**config.mk**
```make
export PLATFORM = sky130hd
export DESIGN_NAME = ram_selftest
export DESIGN_NICKNAME = d
export VERILOG_FILES = /design/src/rtl/ram_selftest_pkg.sv /design/src/rtl/ram_selftest_patgen.sv /design/src/rtl/ram_selftest_seq.sv /design/src/rtl/ram_selftest_regs.sv /design/src/rtl/ram_selftest_portmux.sv /design/src/rtl/ram_selftest.sv
export SDC_FILE = /design/constraint.sdc
export NUM_CORES = 1
export LEC_CHECK = 0
export BUFFER_PORTS_ARGS = -buffer_cell sky130_fd_sc_hd__buf_2
export CORE_ASPECT_RATIO = 0.7
export CORE_MARGIN = 2
export CORE_UTILIZATION = 45
export CTS_BUF_LIST = sky130_fd_sc_hd__clkbuf_16
export DETAILED_ROUTE_END_ITERATION = 10
export HOLD_SLACK_MARGIN = 0.15
export PLACE_DENSITY = 0.72
export SYNTH_ARGS = -nofsm -noshare
export SYNTH_HDL_FRONTEND = slang
export SYNTH_SLANG_ARGS = --single-unit
```
**constraint.sdc**
```tcl
create_clock -name clk -period 4.5 [get_ports clk]
set_clock_uncertainty 0.2 [all_clocks]
set_input_delay 0.9 -clock clk [delete_from_list [all_inputs] [get_ports clk]]
set_output_delay 0.9 -clock clk [all_outputs]
set_load 0.01 [all_outputs]
```
**src/rtl/ram_selftest_pkg.sv**
```systemverilog
package ram_selftest_pkg;

   typedef enum logic [2:0] {
      ST_IDLE,
      ST_WRITE,
      ST_READ,
      ST_CAPT,
      ST_CHECK,
      ST_FIN
   } st_state_e;

   typedef enum logic [1:0] {
      ALG_INC,
      ALG_CPL,
      ALG_MARCH,
      ALG_NONE
   } st_alg_e;

   function automatic st_alg_e decode_sel(input logic [2:0] s);
      case (s)
         3'd0:    return ALG_INC;
         3'd1:    return ALG_CPL;
         3'd2:    return ALG_MARCH;
         default: return ALG_NONE;
      endcase
   endfunction

endpackage

```
**src/rtl/ram_selftest_patgen.sv**
```systemverilog
module ram_selftest_patgen
   import ram_selftest_pkg::*;
#(
   parameter int WORD_AW = 13,
   parameter int LANES   = 4,
   parameter int BYTE_W  = 8,
   localparam int DATA_W  = LANES * BYTE_W,
   localparam int LANE_AW = (LANES > 1) ? $clog2(LANES) : 1,
   localparam int HALF_W  = BYTE_W / 2
) (
   input  st_alg_e              alg_i,
   input  logic [WORD_AW-1:0]   addr_i,
   input  logic [1:0]           pidx_i,
   input  logic [DATA_W-1:0]    hold_i,
   output logic [DATA_W-1:0]    pat_o
);

   if ((BYTE_W % 2) != 0) begin : g_bad_byte
      $error("BYTE_W must be even");
   end

   logic [DATA_W-1:0] inc_word;
   logic [DATA_W-1:0] march_word;
   logic [BYTE_W-1:0] march_byte;

   always_comb begin
      case (pidx_i)
         2'd0:    march_byte = {{(BYTE_W-HALF_W){1'b1}}, {HALF_W{1'b0}}};
         2'd1:    march_byte = '0;
         2'd2:    march_byte = {{(BYTE_W-HALF_W){1'b0}}, {HALF_W{1'b1}}};
         default: march_byte = '1;
      endcase
   end

   for (genvar k = 0; k < LANES; k++) begin : g_lane
      assign inc_word[k*BYTE_W +: BYTE_W]   = BYTE_W'({addr_i, LANE_AW'(k)});
      assign march_word[k*BYTE_W +: BYTE_W] = march_byte;
   end

   always_comb begin
      case (alg_i)
         ALG_INC:   pat_o = inc_word;
         ALG_CPL:   pat_o = hold_i;
         ALG_MARCH: pat_o = march_word;
         default:   pat_o = '0;
      endcase
   end

endmodule

```
**src/rtl/ram_selftest_seq.sv**
```systemverilog
module ram_selftest_seq
   import ram_selftest_pkg::*;
#(
   parameter int WORD_AW = 13,
   parameter int DATA_W  = 32
) (
   input  logic               clk,
   input  logic               rst_n,
   input  logic               start_i,
   input  logic [2:0]         sel_i,
   input  logic [DATA_W-1:0]  pat_i,
   input  logic [DATA_W-1:0]  mem_rdata_i,
   output st_alg_e            alg_o,
   output logic [WORD_AW-1:0] addr_o,
   output logic [1:0]         pidx_o,
   output logic [DATA_W-1:0]  hold_o,
   output logic               active_o,
   output logic               mem_en_o,
   output logic               mem_we_o,
   output logic               done_o,
   output logic               res_pass_o,
   output logic               res_fail_o
);

   st_state_e          state_q;
   st_alg_e            alg_q;
   logic [WORD_AW-1:0] addr_q;
   logic [1:0]         pidx_q;
   logic               rb_q;
   logic [DATA_W-1:0]  hold_q;

   logic last_word, mismatch, finishing;

   assign last_word = (addr_q == {WORD_AW{1'b1}});
   assign mismatch  = (mem_rdata_i != pat_i);
   assign finishing = last_word && ((alg_q != ALG_MARCH) || (pidx_q == 2'd3));

   assign alg_o    = alg_q;
   assign addr_o   = addr_q;
   assign pidx_o   = pidx_q;
   assign hold_o   = hold_q;
   assign active_o = (state_q != ST_IDLE);
   assign mem_en_o = (state_q == ST_WRITE) || (state_q == ST_READ);
   assign mem_we_o = (state_q == ST_WRITE);

   always_comb begin
      done_o     = 1'b0;
      res_pass_o = 1'b0;
      res_fail_o = 1'b0;
      if (state_q == ST_FIN) begin
         done_o     = 1'b1;
         res_pass_o = 1'b1;
      end else if (state_q == ST_CHECK) begin
         if (mismatch) begin
            done_o     = 1'b1;
            res_fail_o = 1'b1;
         end else if (finishing) begin
            done_o     = 1'b1;
            res_pass_o = 1'b1;
         end
      end
   end

   always_ff @(posedge clk or negedge rst_n) begin
      if (!rst_n) begin
         state_q <= ST_IDLE;
         alg_q   <= ALG_NONE;
         addr_q  <= '0;
         pidx_q  <= '0;
         rb_q    <= 1'b0;
         hold_q  <= '0;
      end else begin
         case (state_q)
            ST_IDLE: begin
               if (start_i) begin
                  alg_q  <= decode_sel(sel_i);
                  addr_q <= '0;
                  pidx_q <= '0;
                  rb_q   <= 1'b0;
                  case (decode_sel(sel_i))
                     ALG_NONE: state_q <= ST_FIN;
                     ALG_CPL:  state_q <= ST_READ;
                     default:  state_q <= ST_WRITE;
                  endcase
               end
            end
            ST_WRITE: begin
               if (alg_q == ALG_INC) begin
                  if (last_word) begin
                     addr_q  <= '0;
                     state_q <= ST_READ;
                  end else begin
                     addr_q <= addr_q + 1'b1;
                  end
               end else begin
                  state_q <= ST_READ;
               end
            end
            ST_READ: begin
               state_q <= (alg_q == ALG_CPL && !rb_q) ? ST_CAPT : ST_CHECK;
            end
            ST_CAPT: begin
               hold_q  <= ~mem_rdata_i;
               rb_q    <= 1'b1;
               state_q <= ST_WRITE;
            end
            ST_CHECK: begin
               if (mismatch || finishing) begin
                  state_q <= ST_IDLE;
               end else begin
                  case (alg_q)
                     ALG_MARCH: begin
                        state_q <= ST_WRITE;
                        if (pidx_q == 2'd3) begin
                           pidx_q <= '0;
                           addr_q <= addr_q + 1'b1;
                        end else begin
                           pidx_q <= pidx_q + 1'b1;
                        end
                     end
                     default: begin
                        rb_q    <= 1'b0;
                        addr_q  <= addr_q + 1'b1;
                        state_q <= ST_READ;
                     end
                  endcase
               end
            end
            default: state_q <= ST_IDLE;
         endcase
      end
   end

endmodule

```
**src/rtl/ram_selftest_regs.sv**
```systemverilog
module ram_selftest_regs #(
   parameter int         WORD_AW  = 13,
   parameter logic [2:0] RUN_MODE = 3'd4
) (
   input  logic               clk,
   input  logic               rst_n,
   input  logic [2:0]         mode_i,
   input  logic               wr_i,
   input  logic [1:0]         addr_i,
   input  logic [7:0]         wdata_i,
   output logic [7:0]         rdata_o,
   input  logic               done_i,
   input  logic               res_pass_i,
   input  logic               res_fail_i,
   input  logic [WORD_AW-1:0] grp_i,
   output logic               start_o,
   output logic [2:0]         sel_o,
   output logic               busy_o,
   output logic               pass_o,
   output logic               fail_o,
   output logic [WORD_AW-1:0] grp_o
);

   localparam logic [1:0] REG_CTRL = 2'd0;
   localparam logic [1:0] REG_GLO  = 2'd1;
   localparam logic [1:0] REG_GHI  = 2'd2;
   localparam int         START_B  = 3;

   if (WORD_AW > 16 || WORD_AW < 1) begin : g_bad_aw
      $error("WORD_AW must be within 1..16");
   end

   logic        ctrl_wr;
   logic [15:0] grp_ext;
   logic [7:0]  grp_hi;
   logic        unused_wbits;

   assign ctrl_wr      = wr_i && (addr_i == REG_CTRL) && !busy_o;
   assign start_o      = ctrl_wr && wdata_i[START_B] && (mode_i == RUN_MODE);
   assign grp_ext      = 16'(grp_o);
   assign unused_wbits = ^{wdata_i[7], wdata_i[2:0]};

   if (WORD_AW > 8) begin : g_hi_used
      assign grp_hi = grp_ext[15:8];
   end else begin : g_hi_zero
      assign grp_hi = 8'h00;
   end

   always_ff @(posedge clk or negedge rst_n) begin
      if (!rst_n) begin
         sel_o  <= '0;
         busy_o <= 1'b0;
         pass_o <= 1'b0;
         fail_o <= 1'b0;
         grp_o  <= '0;
      end else begin
         if (ctrl_wr) sel_o <= wdata_i[6:4];
         if (start_o) begin
            busy_o <= 1'b1;
            pass_o <= 1'b0;
            fail_o <= 1'b0;
            grp_o  <= '0;
         end else if (done_i) begin
            busy_o <= 1'b0;
            pass_o <= res_pass_i;
            fail_o <= res_fail_i;
            if (res_fail_i) grp_o <= grp_i;
         end
      end
   end

   always_comb begin
      case (addr_i)
         REG_CTRL: rdata_o = {1'b0, sel_o, busy_o, 1'b0, fail_o, pass_o};
         REG_GLO:  rdata_o = grp_ext[7:0];
         REG_GHI:  rdata_o = grp_hi;
         default:  rdata_o = 8'h00;
      endcase
   end

endmodule

```
**src/rtl/ram_selftest_portmux.sv**
```systemverilog
module ram_selftest_portmux #(
   parameter int WORD_AW = 13,
   parameter int DATA_W  = 32
) (
   input  logic               own_i,
   input  logic               seq_en_i,
   input  logic               seq_we_i,
   input  logic [WORD_AW-1:0] seq_addr_i,
   input  logic [DATA_W-1:0]  seq_wdata_i,
   input  logic               host_req_i,
   input  logic               host_we_i,
   input  logic [WORD_AW-1:0] host_addr_i,
   input  logic [DATA_W-1:0]  host_wdata_i,
   output logic               mem_en_o,
   output logic               mem_we_o,
   output logic [WORD_AW-1:0] mem_addr_o,
   output logic [DATA_W-1:0]  mem_wdata_o
);

   always_comb begin
      if (own_i) begin
         mem_en_o    = seq_en_i;
         mem_we_o    = seq_we_i;
         mem_addr_o  = seq_addr_i;
         mem_wdata_o = seq_wdata_i;
      end else begin
         mem_en_o    = host_req_i;
         mem_we_o    = host_req_i && host_we_i;
         mem_addr_o  = host_addr_i;
         mem_wdata_o = host_wdata_i;
      end
   end

endmodule

```
**src/rtl/ram_selftest.sv**
```systemverilog
module ram_selftest
   import ram_selftest_pkg::*;
#(
   parameter int         WORD_AW  = 13,
   parameter int         LANES    = 4,
   parameter int         BYTE_W   = 8,
   parameter logic [2:0] RUN_MODE = 3'd4,
   localparam int        DATA_W   = LANES * BYTE_W
) (
   input  logic               clk,
   input  logic               rst_n,
   input  logic [2:0]         mode_i,
   input  logic               reg_wr_i,
   input  logic [1:0]         reg_addr_i,
   input  logic [7:0]         reg_wdata_i,
   output logic [7:0]         reg_rdata_o,
   input  logic               host_req_i,
   input  logic               host_we_i,
   input  logic [WORD_AW-1:0] host_addr_i,
   input  logic [DATA_W-1:0]  host_wdata_i,
   output logic [DATA_W-1:0]  host_rdata_o,
   output logic               mem_en_o,
   output logic               mem_we_o,
   output logic [WORD_AW-1:0] mem_addr_o,
   output logic [DATA_W-1:0]  mem_wdata_o,
   input  logic [DATA_W-1:0]  mem_rdata_i
);

   if (LANES < 1 || (LANES & (LANES - 1)) != 0) begin : g_bad_lanes
      $error("LANES must be a power of two");
   end

   st_alg_e            alg;
   logic [WORD_AW-1:0] seq_addr, fail_grp;
   logic [1:0]         pidx;
   logic [DATA_W-1:0]  hold, pat;
   logic               start, busy, flag_pass, flag_fail;
   logic               seq_active, seq_en, seq_we;
   logic               done, res_pass, res_fail;
   logic [2:0]         sel;

   ram_selftest_regs #(.WORD_AW(WORD_AW), .RUN_MODE(RUN_MODE)) regs_i (
      .clk(clk), .rst_n(rst_n), .mode_i(mode_i),
      .wr_i(reg_wr_i), .addr_i(reg_addr_i), .wdata_i(reg_wdata_i), .rdata_o(reg_rdata_o),
      .done_i(done), .res_pass_i(res_pass), .res_fail_i(res_fail), .grp_i(seq_addr),
      .start_o(start), .sel_o(sel), .busy_o(busy),
      .pass_o(flag_pass), .fail_o(flag_fail), .grp_o(fail_grp)
   );

   ram_selftest_seq #(.WORD_AW(WORD_AW), .DATA_W(DATA_W)) seq_i (
      .clk(clk), .rst_n(rst_n), .start_i(start), .sel_i(reg_wdata_i[6:4]),
      .pat_i(pat), .mem_rdata_i(mem_rdata_i),
      .alg_o(alg), .addr_o(seq_addr), .pidx_o(pidx), .hold_o(hold),
      .active_o(seq_active), .mem_en_o(seq_en), .mem_we_o(seq_we),
      .done_o(done), .res_pass_o(res_pass), .res_fail_o(res_fail)
   );

   ram_selftest_patgen #(.WORD_AW(WORD_AW), .LANES(LANES), .BYTE_W(BYTE_W)) pat_i (
      .alg_i(alg), .addr_i(seq_addr), .pidx_i(pidx), .hold_i(hold), .pat_o(pat)
   );

   ram_selftest_portmux #(.WORD_AW(WORD_AW), .DATA_W(DATA_W)) mux_i (
      .own_i(seq_active), .seq_en_i(seq_en), .seq_we_i(seq_we),
      .seq_addr_i(seq_addr), .seq_wdata_i(pat),
      .host_req_i(host_req_i), .host_we_i(host_we_i),
      .host_addr_i(host_addr_i), .host_wdata_i(host_wdata_i),
      .mem_en_o(mem_en_o), .mem_we_o(mem_we_o),
      .mem_addr_o(mem_addr_o), .mem_wdata_o(mem_wdata_o)
   );

   assign host_rdata_o = mem_rdata_i;

endmodule

```
### Word-level counts from Yosys, hierarchy flattened

Index checks and enable logic that the tools add are counted.

* add/sub/neg operators: 2
* multiply operators: 0
* div/mod/pow operators: 0
* $lt $le $gt $ge: 0
* eq/ne operators: 27
* shift operators: 0
* mux-type cells: 53
* bitwise operators: 1
* reductions and logical operators: 29

Operators with widths (count)
* two-way mux 13 bit: 10
* one-hot mux 32 bit (3 select lines): 1
* one-hot mux 8 bit (3 select lines): 2
* one-hot mux 13 bit (3 select lines): 1
* two-way mux 32 bit: 1
* != test 32 bit: 1
* inverter 32 bit: 1
* two-way mux 1 bit: 21
* two-way mux 3 bit: 5
* one-hot mux 3 bit (5 select lines): 1
* two-way mux 2 bit: 7
* adder 13 x 1 -> 13 bit, second input constant: 1
* == test 13 bit, second input constant: 1
* == test 2 bit, second input constant: 5
* != test 2 bit, second input constant: 5
* == test 3 x 2 -> 1 bit, second input constant: 3
* == test 3 bit, second input constant: 3
* nonzero test 3 bit: 3
* == test 2 x 1 -> 1 bit, second input constant: 4
* AND reduction 4 bit: 2
* logical AND 1 bit: 7
* == test 3 x 1 -> 1 bit, second input constant: 2
* logical NOT 2 bit: 3
* logical NOT 3 bit: 2
* 12 further kinds: 20

* register bits: 72
* latch bits: 0
* RAM bits: 0
* bits in read-only memories: 0
* memories kept: 0

### Depth between registers and ports, before layout

Gate-level depths: netlist of the first run.

* depth after elaboration: 11
* mapped depth: 13

### Hierarchy

A second synthesis of the first run with hierarchy kept.

* cells, all modules: 574
* area, all modules: 5516.5 um2

Modules (own cells, without submodules)
* ram_selftest_seq: times used 1, cells each 324, area each 2992.9 um2
* ram_selftest_regs: times used 1, cells each 98, area each 1086.0 um2
* ram_selftest_portmux: times used 1, cells each 54, area each 641.9 um2
* ram_selftest_patgen: times used 1, cells each 66, area each 555.5 um2
* ram_selftest: times used 1, cells each 32, area each 240.2 um2

### Worst setup path before layout of the first run

No wires, ideal clock.

* path kind: input port to flip-flop
* from: in reg_addr_i[0]
* to: reg seq_i.addr_q[4], in the netlist seq_i.addr_o[4]
* setup time: 121 ps
* arrival: 3029 ps
* required time: 4179 ps
* slack: 1150 ps
* stages on the path: 10
* buffers on the path: 2
* cells stage by stage: clkbuf_1 nor4b_1 nor4b_1 nor2_1 o32ai_1 nand3b_1 clkbuf_1 a21oi_1 o21ai_0 a22o_1

* longest elaborated chain between the ends: 7

Ends and longest elaborated chain
* from (decl): RTL line ram_selftest.sv:14 `input logic [1:0] reg_addr_i,`
* logical NOT 2 bit: RTL line ram_selftest_regs.sv:38 `assign ctrl_wr = wr_i && (addr_i == REG_CTRL) && !busy_o;`
* logical AND 1 bit (2 in a row): RTL line ram_selftest_regs.sv:38
* logical AND 1 bit (2 in a row): RTL line ram_selftest_regs.sv:39 `assign start_o = ctrl_wr && wdata_i[START_B] && (mode_i == RUN_MODE);`
* != test 2 bit (no line)
* AND reduction 5 bit (no line)
* to (signal assigned): RTL line ram_selftest_seq.sv:93 `addr_q <= addr_q + 1'b1;`
* to (signal assigned): RTL line ram_selftest_seq.sv:116 `addr_q <= addr_q + 1'b1;`
* to (signal assigned): RTL line ram_selftest_seq.sv:123 `addr_q <= addr_q + 1'b1;`
* to (decl): RTL line ram_selftest_seq.sv:27 `logic [WORD_AW-1:0] addr_q;`

No other way between the ends.
A chain may end at the register's enable or synchronous reset.

### Worst setup path after layout of the first run

* from: reg seq_i.pidx_q[1], in the netlist seq_i.pidx_o[1]
* to: reg seq_i.addr_q[2], in the netlist seq_i.addr_o[2]

* longest elaborated chain between the ends: 7
* elaborated cells on any way between the ends: 13
* those cells by class: 6 x eq/ne; 2 x mux; 5 x reduce/logical

Ends and longest elaborated chain
* from (decl): RTL line ram_selftest_seq.sv:28 `logic [1:0] pidx_q;`
* from (signal assigned): RTL line ram_selftest_seq.sv:118 `pidx_q <= pidx_q + 1'b1;`
* == test 2 bit, or another cell as far along: RTL line ram_selftest_patgen.sv:27 `case (pidx_i)`
* one-hot mux 8 bit (3 select lines): RTL line ram_selftest_patgen.sv:27
* one-hot mux 32 bit (3 select lines): RTL line ram_selftest_patgen.sv:41 `case (alg_i)`
* != test 32 bit: RTL line ram_selftest_seq.sv:35 `assign mismatch = (mem_rdata_i != pat_i);`
* logical OR 1 bit: RTL line ram_selftest_seq.sv:108 `if (mismatch || finishing) begin`
* != test 2 bit (no line)
* AND reduction 5 bit (no line) *

Mark *: on every way between the ends. The rest lies on a longest branch, timed or not.

==> metrics.csv, run 1 <==
stage,metric,value,unit
setup_path,Worst Path Arrival,3.94,ns
timing,Slew headroom,35.90,%
setup_path,slowest stage cell on the critical path,o21bai_1,
setup_path,Critical Path Sink,seq_i.addr_o[2]$_DFFE_PN0P_,
setup_path,FF-to-FF End,seq_i.addr_o[2]$_DFFE_PN0P_,
setup_path,reg2reg setup slack,0.62,ns
timing,Period minus WS final,3.883,ns
setup_path,WP buf/inv,1,
setup_path,CP Launch Point,seq_i.pidx_o[1]$_DFFE_PN0P_,
setup_path,crit path max fanout,22,
setup_path,Worst R2R Start,seq_i.pidx_o[1]$_DFFE_PN0P_,
placed_design,Port Buf Inserts,177,
final_layout,Layout Nets,927,
pwr,VDD IR max,0.3792,mV
global_routing,GR Overflow Total,0,
timing,Setup TNS,0,ns
placed_design,placed cell count,975,
routing,total wire length,15700,µm
clock_network,"Setup Fix Bufs, Post-CTS",0,
clock_network,clk_lat worst skew,0.35,ns
routing,Iter 0 DRT Violations,611,
global_routing,GRT Total Usage,24.13,%
routing,Detail Route Antenna Nets,0,
die,die area,13090,µm²
die,area of the core,11810,µm²
worst_hold_path,hold crit path type,flop to flop,
global_routing,number of global-route vias before repair,4862,
placed_design,dpl hpwl,11300,µm
clock_network,Root Buffer,clkbuf_16,
clock_network,CTS Sinks,72,
setup_path,r2r worst-path depth,10,
routing,WL per Instance,15.84,µm
die,Chip Height,96.34,µm
timing,final period utilization,86.30,%
synthesis,YS warnings,0,
setup_path,"delay-heaviest family, CP",compound AO/OA/AOI/OAI gates,
routing,# DRC,0,
synthesis,Post-synth top flop,dfrtp_1,
clock_network,H-tree depth,3,
synthesis,post-synthesis cell area,5482,µm²
clock_network,CTS max path bufs,2,
setup_path,critical path type,flop to flop,
synthesis,Syn Inst Count,709,
clock_network,Worst-path clk slew,0.06,ns
setup_path,Most Frequent Cell on Critical Path,o211ai_1,
global_routing,largest net degree at the start of global routing,73,
pwr,power per cell area,561.0,nW/µm²
run,Max-Cap Viols,0,
final_layout,Layout fillers,1145,
die,I/O pin cnt,182,
global_routing,first-pass GRT wire length,24710,µm
setup_path,"critical path, cell by cell",ha_1 -> o21bai_1 -> o21ai_0 -> xor2_1 -> nor3_1 -> nand4_1 -> nor4_2 -> buf_12 -> o211ai_1 -> o211ai_1,
synthesis,syn nets,807,
synthesis,post-synthesis sequential area ratio,32.91,%
die,row cnt,33,
routing,Initial DRT Pass Iterations,5,
clock_network,PostCTS Resize Cnt,0,
setup_path,CP Capture Type,flop,
routing,vias,5573,
setup_path,max incr delay on CP,0.68,ns
timing,fmax,257.5,MHz
clock_network,CTS tree,done,
setup_path,critical path data required time,4.55,ns
setup_path,Levels on crit path,10,
synthesis,"flops & latches, synth",72,
global_routing,initial antenna violation count,0,
status,status,"finished, final reports clean",
timing,Fin. Hold Viols,0,
pwr,Leak,3.162,nW
clock_network,total CTS buffers,9,
final_layout,Area Overhead vs Synth,18.74,%
timing,Max Slew Vio Count,0,
final_layout,Non-Filler Instances,991,
synthesis,Syn Area/Cell,7.731,µm²
pwr,PnR Total Power,3.652,mW
placed_design,Final GP Congestion,0.8769,
die,die width,135.9,µm
timing,Least-Margin Pin Slew,0.9614,ns
synthesis,Async SR Flop Fraction,100.0,%
synthesis,number of synthesized flops with an enable pin,0,
die,Initial Util,46.42,%
routing,drt via density,5.624,
final_layout,share of cells above drive strength 1,28.06,%
timing,RSZ-0062 raised after global routing,false,
synthesis,synth unique cells,69,
clock_network,hold_buf cts,0,
timing,Finish-stage setup viols,0,
timing,hold_ws,0.2829,ns
setup_path,CP startpoint kind,flop,
final_layout,n_diodes,0,
worst register-to-register path: stages (launching register included):
cell and delay, ns:
dfrtp_1 0.40, ha_1 0.25, o21bai_1 0.68, o21ai_0 0.33, xor2_1 0.22, nor3_1 0.26, nand4_1 0.22, nor4_2 0.39
buf_12 0.21, o211ai_1 0.34, o211ai_1 0.30
cell type report:
| cell class | instances | area, µm² | share of cell area (%) |
|---|---|---|---|
| clock buffers | 9 | 225.2 | 3.460 |
| clock inverters | 7 | 48.80 | 0.7497 |
| repair buffers | 194 | 1028 | 15.80 |
| flip-flops and latches | 72 | 1804 | 27.72 |
| multi-input cells | 543 | 3172 | 48.73 |
| well taps | 157 | 196.4 | 3.018 |
| inverters | 9 | 33.78 | 0.5190 |
flip-flops by register name, summed over array words and instances, names as in the netlist, 2 cells and up:
signal         count
regs_i.grp_o      13
regs_i.sel_o       3
seq_i.addr_o      13
seq_i.alg_o        2
seq_i.hold_o      32
seq_i.pidx_o       2
seq_i.state_q      3
how the worst min path moves through the flow:
stage	startpoint	end	slack, ns	cells past startpoint
after floorplan	seq_i.hold_o[26]$_DFFE_PN0P_	seq_i.hold_o[26]$_DFFE_PN0P_	0.24	2
after global placement	seq_i.hold_o[22]$_DFFE_PN0P_	seq_i.hold_o[22]$_DFFE_PN0P_	0.26	2
after detailed placement	seq_i.hold_o[8]$_DFFE_PN0P_	seq_i.hold_o[8]$_DFFE_PN0P_	0.27	2
after CTS	seq_i.hold_o[12]$_DFFE_PN0P_	seq_i.hold_o[12]$_DFFE_PN0P_	0.29	2
after global routing	seq_i.hold_o[8]$_DFFE_PN0P_	seq_i.hold_o[8]$_DFFE_PN0P_	0.31	2
final	seq_i.hold_o[2]$_DFFE_PN0P_	seq_i.hold_o[2]$_DFFE_PN0P_	0.28	2
per-layer routing:
layer  GRT usage [%]  share of wire [%]
met5               0                  0
met4           6.424               0.93
met3           4.423                7.1
met2           35.61                 43
met1           36.13                 49
Yosys cell counts (4+ instances only):
cell type / n / area [µm²]
o2bb2ai_1: 6 / 52.55
xnor2_1: 6 / 52.55
nor2b_1: 11 / 68.82
nor4_1: 5 / 31.28
nand3_1: 21 / 105.1
mux2_2: 9 / 101.4
mux2i_1: 18 / 180.2
a211oi_1: 5 / 37.54
nand2b_1: 11 / 68.82
o21a_1: 10 / 75.07
o211ai_1: 12 / 90.09
inv_1: 9 / 33.78
buf_4: 34 / 255.2
buf_1: 4 / 15.01
nand4_1: 4 / 25.02
nor4b_1: 4 / 35.03
and3_1: 7 / 43.79
o21bai_1: 4 / 30.03
dfrtp_1: 70 / 1752
nor2_1: 59 / 221.5
o21ai_0: 79 / 395.4
a22o_1: 4 / 35.03
nor3_1: 12 / 60.06
xor2_1: 12 / 105.1
o22a_1: 11 / 96.34
buf_2: 10 / 50.05
a21oi_1: 52 / 260.3
clkbuf_1: 34 / 127.6
nand2_1: 114 / 427.9
stage by stage:
| stage | worst slack, ns | cell area (µm²) | util [%] |
|---|---|---|---|
| after floorplan | 1.150 | 5482 | - |
| after global placement | 0.7352 | 6235 | 52.80 |
| after detailed placement | 0.6488 | 6235 | 52.80 |
| after CTS | 0.6319 | 6509 | 55.12 |
| after global routing | 0.3275 | 6509 | 55.12 |
| final | 0.6166 | 6509 | 55.12 |
logic make-up (layout without fill, tap and decap cells):
family / Yosys count / count (layout) / share of synthesized area, %
AO/OA/AOI/OAI: 223 / 223 / 25.61
multiplexers: 27 / 27 / 5.136
flip-flops: 72 / 72 / 32.91
AND/OR/NAND/NOR: 272 / 272 / 23.37
buffers and inverters: 94 / 219 / 9.404
adder cells (fa/ha/maj): 3 / 3 / 0.6848
XOR/XNOR: 18 / 18 / 2.876
power breakdown:
| part | leakage [nW] | internal (mW) | switching [mW] | total [mW] |
|---|---|---|---|---|
| Clock | 0.129 | 0.372 | 0.291 | 0.663 |
| Combinational | 2.13 | 0.809 | 1.14 | 1.95 |
| Sequential | 0.901 | 0.853 | 0.183 | 1.04 |
layout by cell type (no fill, tap or decap), types with 5 or more instances in the layout:
master,instances
nor2b_1,11
buf_2,176
nand2b_1,11
nand2_1,114
dfrtp_1,70
nor4_1,5
mux2i_1,18
a211oi_1,5
o2bb2ai_1,6
clkbuf_16,9
xnor2_1,6
nor3_1,12
xor2_1,12
buf_4,17
o21ai_0,79
inv_1,10
nand3_1,21
mux2_2,9
and3_1,7
o211ai_1,12
nor2_1,58
a21oi_1,52
o22a_1,11
o21a_1,10
Note: power is estimated with default switching activity, not from simulation.
==> run 2: changes to the inputs <==
- BUFFER_PORTS_ARGS: -buffer_cell sky130_fd_sc_hd__buf_2 -> not set
- CTS_CLUSTER_DIAMETER: not set -> 200
- DONT_BUFFER_PORTS: not set -> 1
- PLACE_DENSITY: 0.72 -> not set
- SYNTH_HIERARCHICAL: not set -> 1
==> run 2 against run 1 <==
Against the previous run:
- count of clock-buffer cells in the layout is the same
- core utilization decreased by 6.8 points
- first-iteration DRC count fell by 35%
- design area is 12% lower
- via count shrank 23%
- largest power group unchanged
- hold slack got worse by 0.084 ns
- global-route usage shrank 1.9 points
- sequential cell count unchanged
- critical path type unchanged
- non-clock buffer count fell by 182
- critical path depth decreased by 2
==> metrics.csv, run 2 <==
stage,metric,value,unit
die,Chip Height,96.64,µm
synthesis,Syn Area/Cell,9.611,µm²
clock_network,CTS tree,done,
die,die area,13170,µm²
synthesis,leading area contributor after synthesis,dfrtp_1,
pwr,Leak,2.498,nW
setup_path,max incr delay on CP,0.86,ns
run,Max-Cap Viols,0,
global_routing,GR Overflow Total,0,
clock_network,Worst-path clk slew,0.06,ns
final_layout,Largest register FFs,32,
pwr,clock network fraction of design power,26.6,%
setup_path,"critical path, cell by cell",and2b_1 -> o2bb2ai_1 -> xor2_1 -> nor4_1 -> and4_1 -> nand3_1 -> a21oi_1 -> a31o_2,
setup_path,FF-to-FF End,seq_i/addr_o[2]$_DFFE_PN0P_,
pwr,sequential share of power,27.5,%
setup_path,Worst R2R Start,seq_i/alg_o[1]$_DFFE_PN1P_,
synthesis,syn nets,673,
synthesis,Syn Inst Count,574,
pwr,combinational share of power,45.9,%
timing,Slew headroom,20.94,%
global_routing,number of global-route vias before repair,4013,
synthesis,cell with the most instances after synthesis,dfrtp_1,
placed_design,post-placement worst setup slack,0.3501,ns
global_routing,GRT Total Usage,22.19,%
final_layout,share of cells above drive strength 1,21.13,%
setup_path,"delay-heaviest family, CP",simple AND/OR/NAND/NOR gates,
timing,final period utilization,94.85,%
timing,Finish-stage setup viols,0,
timing,Least-Margin Pin Slew,1.186,ns
synthesis,compound-cell area share of the yosys netlist,20.57,%
routing,Iter 0 DRT Violations,400,
die,die width,136.3,µm
setup_path,critical path data required time,4.58,ns
timing,post-route setup slack,0.2319,ns
final_layout,Area Overhead vs Synth,3.697,%
synthesis,Post-synth top flop,dfrtp_1,
die,I/O pin cnt,182,
die,area of the core,11850,µm²
timing,Fin. Hold Viols,0,
clock_network,CTS max path bufs,2,
pwr,switch share,39.85,%
die,Initial Util,46.55,%
setup_path,WP buf/inv,0,
timing,Max Slew Vio Count,0,
synthesis,Post-Synth XOR/XNOR Area,5.239,%
routing,WL per Instance,21.41,µm
synthesis,post-synthesis sequential area ratio,32.71,%
clock_network,Root Buffer,clkbuf_16,
pwr,PnR Total Power,3.119,mW
final_layout,"most common cell after layout, fill and taps aside",dfrtp_1,
timing,fmax,234.3,MHz
clock_network,"Setup Fix Bufs, Post-CTS",0,
setup_path,critical path type,flop to flop,
clock_network,H-tree depth,3,
setup_path,Worst Path Arrival,4.35,ns
setup_path,crit path max fanout,27,
routing,total wire length,14710,µm
synthesis,Post-Synth Adder-Cell Area,0.9072,%
final_layout,n_diodes,0,
die,row cnt,33,
global_routing,first-pass GRT wire length,22820,µm
setup_path,CP startpoint kind,flop,
clock_network,PostCTS Resize Cnt,0,
final_layout,most frequent cells in the layout,"dfrtp_1, nand2_1, o21ai_0",
timing,Period minus WS final,4.268,ns
placed_design,Port Buf Inserts,0,
clock_network,total CTS buffers,9,
synthesis,number of synthesized flops with an enable pin,0,
routing,drt via density,6.208,
synthesis,YS warnings,6,
setup_path,reg2reg setup slack,0.23,ns
clock_network,clk_lat worst skew,0.34,ns
global_routing,initial antenna violation count,0,
clock_network,hold_buf cts,1,
pwr,VDD IR max,0.2254,mV
timing,RSZ-0062 raised after global routing,false,
pwr,power per cell area,545.2,nW/µm²
routing,vias,4265,
synthesis,post-synthesis cell area,5517,µm²
pwr,Net Switching,1.243,mW
setup_path,slowest stage cell on the critical path,dfstp_2,
synthesis,"flops & latches, synth",72,
routing,# DRC,0,
setup_path,r2r worst-path depth,8,
pwr,internal power,1.876,mW
synthesis,commonest cells in the netlist,"dfrtp_1, nand2_1, o21ai_0",
placed_design,dpl hpwl,10260,µm
setup_path,CP Capture Type,flop,
synthesis,top cell type's share of synthesized area,31.75,%
synthesis,mux contribution to synthesized area,14.15,%
routing,Initial DRT Pass Iterations,5,
worst_hold_path,hold crit path type,primary input to asynchronous set/reset pin,
global_routing,largest net degree at the start of global routing,71,
final_layout,Layout Nets,624,
status,status,"finished, final reports clean",
synthesis,synth unique cells,69,
placed_design,Final GP Congestion,0.8898,
synthesis,ranking of synthesized cells by area,"dfrtp_1, mux2_2, xor2_1, mux2_4, buf_4",
clock_network,CTS Sinks,72,
timing,Setup TNS,0,ns
routing,Detail Route Antenna Nets,0,
synthesis,main combinational cell family by area after synthesis,compound AO/OA/AOI/OAI gates,
synthesis,simple-gate share of the synthesized area,17.35,%
synthesis,Async SR Flop Fraction,100.0,%
## run 2: cell types whose count changed in the layout (fill, tap and decap cells not counted), sizes merged, moves of 8 or more
cell and change:
mux2 +41, nand3b +8, a22oi +12, a21bo +13
o22a -10, nand2 -58, buf -182, o21ai -39
nor2 -44, o2bb2ai +20, nor2b -9, a21oi -39
o21a -8, xor2 +20
## run 2: stage by stage
step                      cell area, µm²  utilization, %  hold WS [ns]  std cells
final                               5720           48.27        0.1992        687
after global routing                5720           48.27        0.1884        687
after CTS                           5720           48.27        0.1881        687
after detailed placement            5349           45.14        0.2704        670
after global placement              5349           45.14        0.2618        670
after floorplan                     5517               -        0.2500        574
## run 2: cell type report
class                           count  area, µm²
Fill cell                        1085       6130
Clock buffer                        9      225.2
Clock inverter                      7      118.9
Sequential cell                    72       1804
Inverter                            8      30.03
Tap cell                          157      196.4
Timing Repair Buffer               12      122.6
Multi-Input combinational cell    422       3223
## run 2: layer usage
metal	track usage [%]	part of all wire [%]	vias to the layer above
li1	-	-	1975
met1	32.99	48	2112
met2	32.20	44	164
met3	5.660	6.9	14
met4	5.128	0.90	0
met5	0	0	-
## run 2: how the worst max path moves through the flow
stage / slack, ns / end / depth (start not counted) / startpoint
after floorplan: 1.29 / seq_i/addr_o[7]$_DFFE_PN0P_ / 10 / reg_addr_i[1]
after global placement: 0.44 / regs_i/grp_o[11]$_DFFE_PN0P_ / 11 / seq_i/alg_o[1]$_DFFE_PN1P_
after detailed placement: 0.35 / regs_i/grp_o[10]$_DFFE_PN0P_ / 11 / seq_i/alg_o[1]$_DFFE_PN1P_
after CTS: 0.33 / regs_i/grp_o[10]$_DFFE_PN0P_ / 11 / seq_i/alg_o[1]$_DFFE_PN1P_
after global routing: 0.04 / regs_i/grp_o[10]$_DFFE_PN0P_ / 11 / seq_i/alg_o[1]$_DFFE_PN1P_
final: 0.23 / seq_i/addr_o[2]$_DFFE_PN0P_ / 8 / seq_i/alg_o[1]$_DFFE_PN1P_
## run 2: power groups by stage
stage                     combinational [mW]  clock, mW  sequential [mW]
after floorplan                         1.25          0            0.804
after global placement                  1.38          0            0.864
after detailed placement                1.40          0            0.866
after CTS                               1.43      0.842            0.855
after global routing                    1.55      0.864            0.874
final                                   1.43      0.829            0.857
## run 2: logic make-up after synthesis
| logic type | count (synthesis) |
|---|---|
| multiplexers | 65 |
| AO/OA/AOI/OAI | 150 |
| buffers and inverters | 80 |
| AND/OR/NAND/NOR | 170 |
| flip-flops | 72 |
| XOR/XNOR | 33 |
| adder cells (fa/ha/maj) | 4 |
## run 2: worst register-to-register path, stage by stage (launching register included)
cell	delay [ns]
dfstp_2	0.86
and2b_1	0.55
o2bb2ai_1	0.30
xor2_1	0.17
nor4_1	0.56
and4_1	0.41
nand3_1	0.44
a21oi_1	0.51
a31o_2	0.21
==> run 3: changes to the inputs <==
- RECOVER_POWER: not set -> 25
==> run 3 against run 2 <==
Against the previous run:
- the flow now finishes with violations (capacitance limit, slew limit)
- non-clock buffer count stayed put
- global-route usage stayed put
- hold slack worse by 0.00054 ns
- clock power hardly changed
==> metrics.csv, run 3 (synthesis results as in run 2) <==
stage,metric,value,unit
routing,total wire length,14710,µm
timing,Fin. Hold Viols,0,
timing,Least-Margin Pin Slew,1.772,ns
placed_design,placed cell count,670,
pwr,internal power,1.874,mW
setup_path,critical path data required time,4.58,ns
pwr,switch share,39.89,%
timing,Setup TNS,0,ns
global_routing,largest net degree at the start of global routing,71,
timing,final period utilization,95.06,%
global_routing,GRT Total Usage,22.19,%
run,Max-Cap Viols,1,
final_layout,n_diodes,0,
setup_path,FF-to-FF End,seq_i/addr_o[2]$_DFFE_PN0P_,
worst_hold_path,hold crit path type,primary input to asynchronous set/reset pin,
placed_design,Final GP Congestion,0.8898,
clock_network,total CTS buffers,9,
clock_network,clk_lat worst skew,0.34,ns
pwr,sequential share of power,27.5,%
status,failing checks,"capacitance limit, slew limit",
pwr,VDD IR max,0.2255,mV
clock_network,H-tree depth,3,
clock_network,Root Buffer,clkbuf_16,
setup_path,Worst Path Arrival,4.36,ns
routing,drt via density,6.192,
final_layout,design area,5698,µm²
timing,Period minus WS final,4.278,ns
global_routing,initial antenna violation count,0,
placed_design,dpl hpwl,10260,µm
pwr,Net Switching,1.243,mW
setup_path,reg2reg setup slack,0.22,ns
setup_path,CP startpoint kind,flop,
timing,Slew headroom,-18.13,%
global_routing,GR Overflow Total,0,
global_routing,first-pass GRT wire length,22820,µm
clock_network,CTS Sinks,72,
die,I/O pin cnt,182,
die,die area,13170,µm²
timing,Max Slew Vio Count,71,
die,area of the core,11850,µm²
placed_design,Port Buf Inserts,0,
setup_path,critical path type,flop to flop,
routing,Detail Route Antenna Nets,0,
routing,# DRC,0,
clock_network,PostCTS Resize Cnt,0,
final_layout,"most common cell after layout, fill and taps aside",dfrtp_1,
placed_design,"Cell Area, Placed",5349,µm²
setup_path,CP Launch Point,seq_i/alg_o[1]$_DFFE_PN1P_,
timing,hold_ws,0.1986,ns
timing,Finish-stage setup viols,0,
final_layout,share of cells above drive strength 1,21.13,%
setup_path,CP Capture Type,flop,
timing,fmax,233.8,MHz
pwr,power per cell area,547.0,nW/µm²
die,die width,136.3,µm
final_layout,Non-Filler Instances,687,
pwr,combinational share of power,45.9,%
setup_path,r2r worst-path depth,8,
pwr,PnR Total Power,3.117,mW
global_routing,number of global-route vias before repair,4013,
routing,WL per Instance,21.41,µm
routing,vias,4254,
clock_network,Worst-path clk slew,0.06,ns
final_layout,Largest register FFs,32,
status,status,"finished, violations left",
pwr,Leak,2.490,nW
final_layout,Layout fillers,1088,
die,Initial Util,46.55,%
die,Chip Height,96.64,µm
clock_network,"Setup Fix Bufs, Post-CTS",0,
clock_network,hold_buf cts,1,
setup_path,crit path max fanout,27,
routing,Initial DRT Pass Iterations,5,
clock_network,CTS max path bufs,2,
final_layout,Area Overhead vs Synth,3.289,%
final_layout,Layout Nets,624,
clock_network,CTS tree,done,
die,row cnt,33,
final_layout,most frequent cells in the layout,"dfrtp_1, nand2_1, o21ai_0",
routing,Iter 0 DRT Violations,400,
timing,RSZ-0062 raised after global routing,false,
pwr,clock network fraction of design power,26.6,%
setup_path,Worst R2R Start,seq_i/alg_o[1]$_DFFE_PN1P_,
-- run 3: metal layers --
layer	track usage, %	vias to the layer above	part of all wire (%)
met5	0	-	0
met4	5.128	0	0.90
met3	5.660	14	6.8
met2	32.20	159	44
met1	32.99	2108	48
li1	-	1973	-
-- run 3: power by group through the flow --
stage	clock network (mW)	logic, mW	registers, mW
floorplan	0	1.25	0.804
global placement	0	1.38	0.864
detailed placement	0	1.40	0.866
CTS	0.842	1.43	0.855
global route	0.864	1.55	0.874
finish	0.829	1.43	0.858
-- run 3: layout make-up --
type                            instances  area, µm²  share of cell area [%]
Inverter                                8      30.03                  0.5270
Timing Repair Buffer                   12      100.1                   1.757
Clock buffer                            9      225.2                   3.953
Tap cell                              157      196.4                   3.448
Sequential cell                        72       1804                   31.66
Multi-Input combinational cell        422       3223                   56.57
Clock inverter                          7      118.9                   2.086
-- run 3: stage by stage --
| step | util (%) | setup slack [ns] |
|---|---|---|
| 4_1_cts | 48.27 | 0.3341 |
| 5_1_grt | 48.08 | 0.04287 |
| 3_5_place_dp | 45.14 | 0.3501 |
| 3_3_place_gp | 45.14 | 0.4359 |
| 2_1_floorplan | - | 1.295 |
| 6_report | 48.08 | 0.2223 |
-- run 3: how the worst max path moves through the flow --
stage / to / slack (ns)
floorplan: seq_i/addr_o[7]$_DFFE_PN0P_ / 1.29
global placement: regs_i/grp_o[11]$_DFFE_PN0P_ / 0.44
detailed placement: regs_i/grp_o[10]$_DFFE_PN0P_ / 0.35
CTS: regs_i/grp_o[10]$_DFFE_PN0P_ / 0.33
global route: regs_i/grp_o[10]$_DFFE_PN0P_ / 0.04
finish: seq_i/addr_o[2]$_DFFE_PN0P_ / 0.22
-- run 3: worst max-delay path: stages (launching register included) --
cell and delay, ns:
dfstp_2 0.86, and2b_1 0.54, o2bb2ai_1 0.29, xor2_1 0.17, nor4_1 0.56, and4_1 0.41, nand3_1 0.44, a21oi_1 0.52
a31o_2 0.21
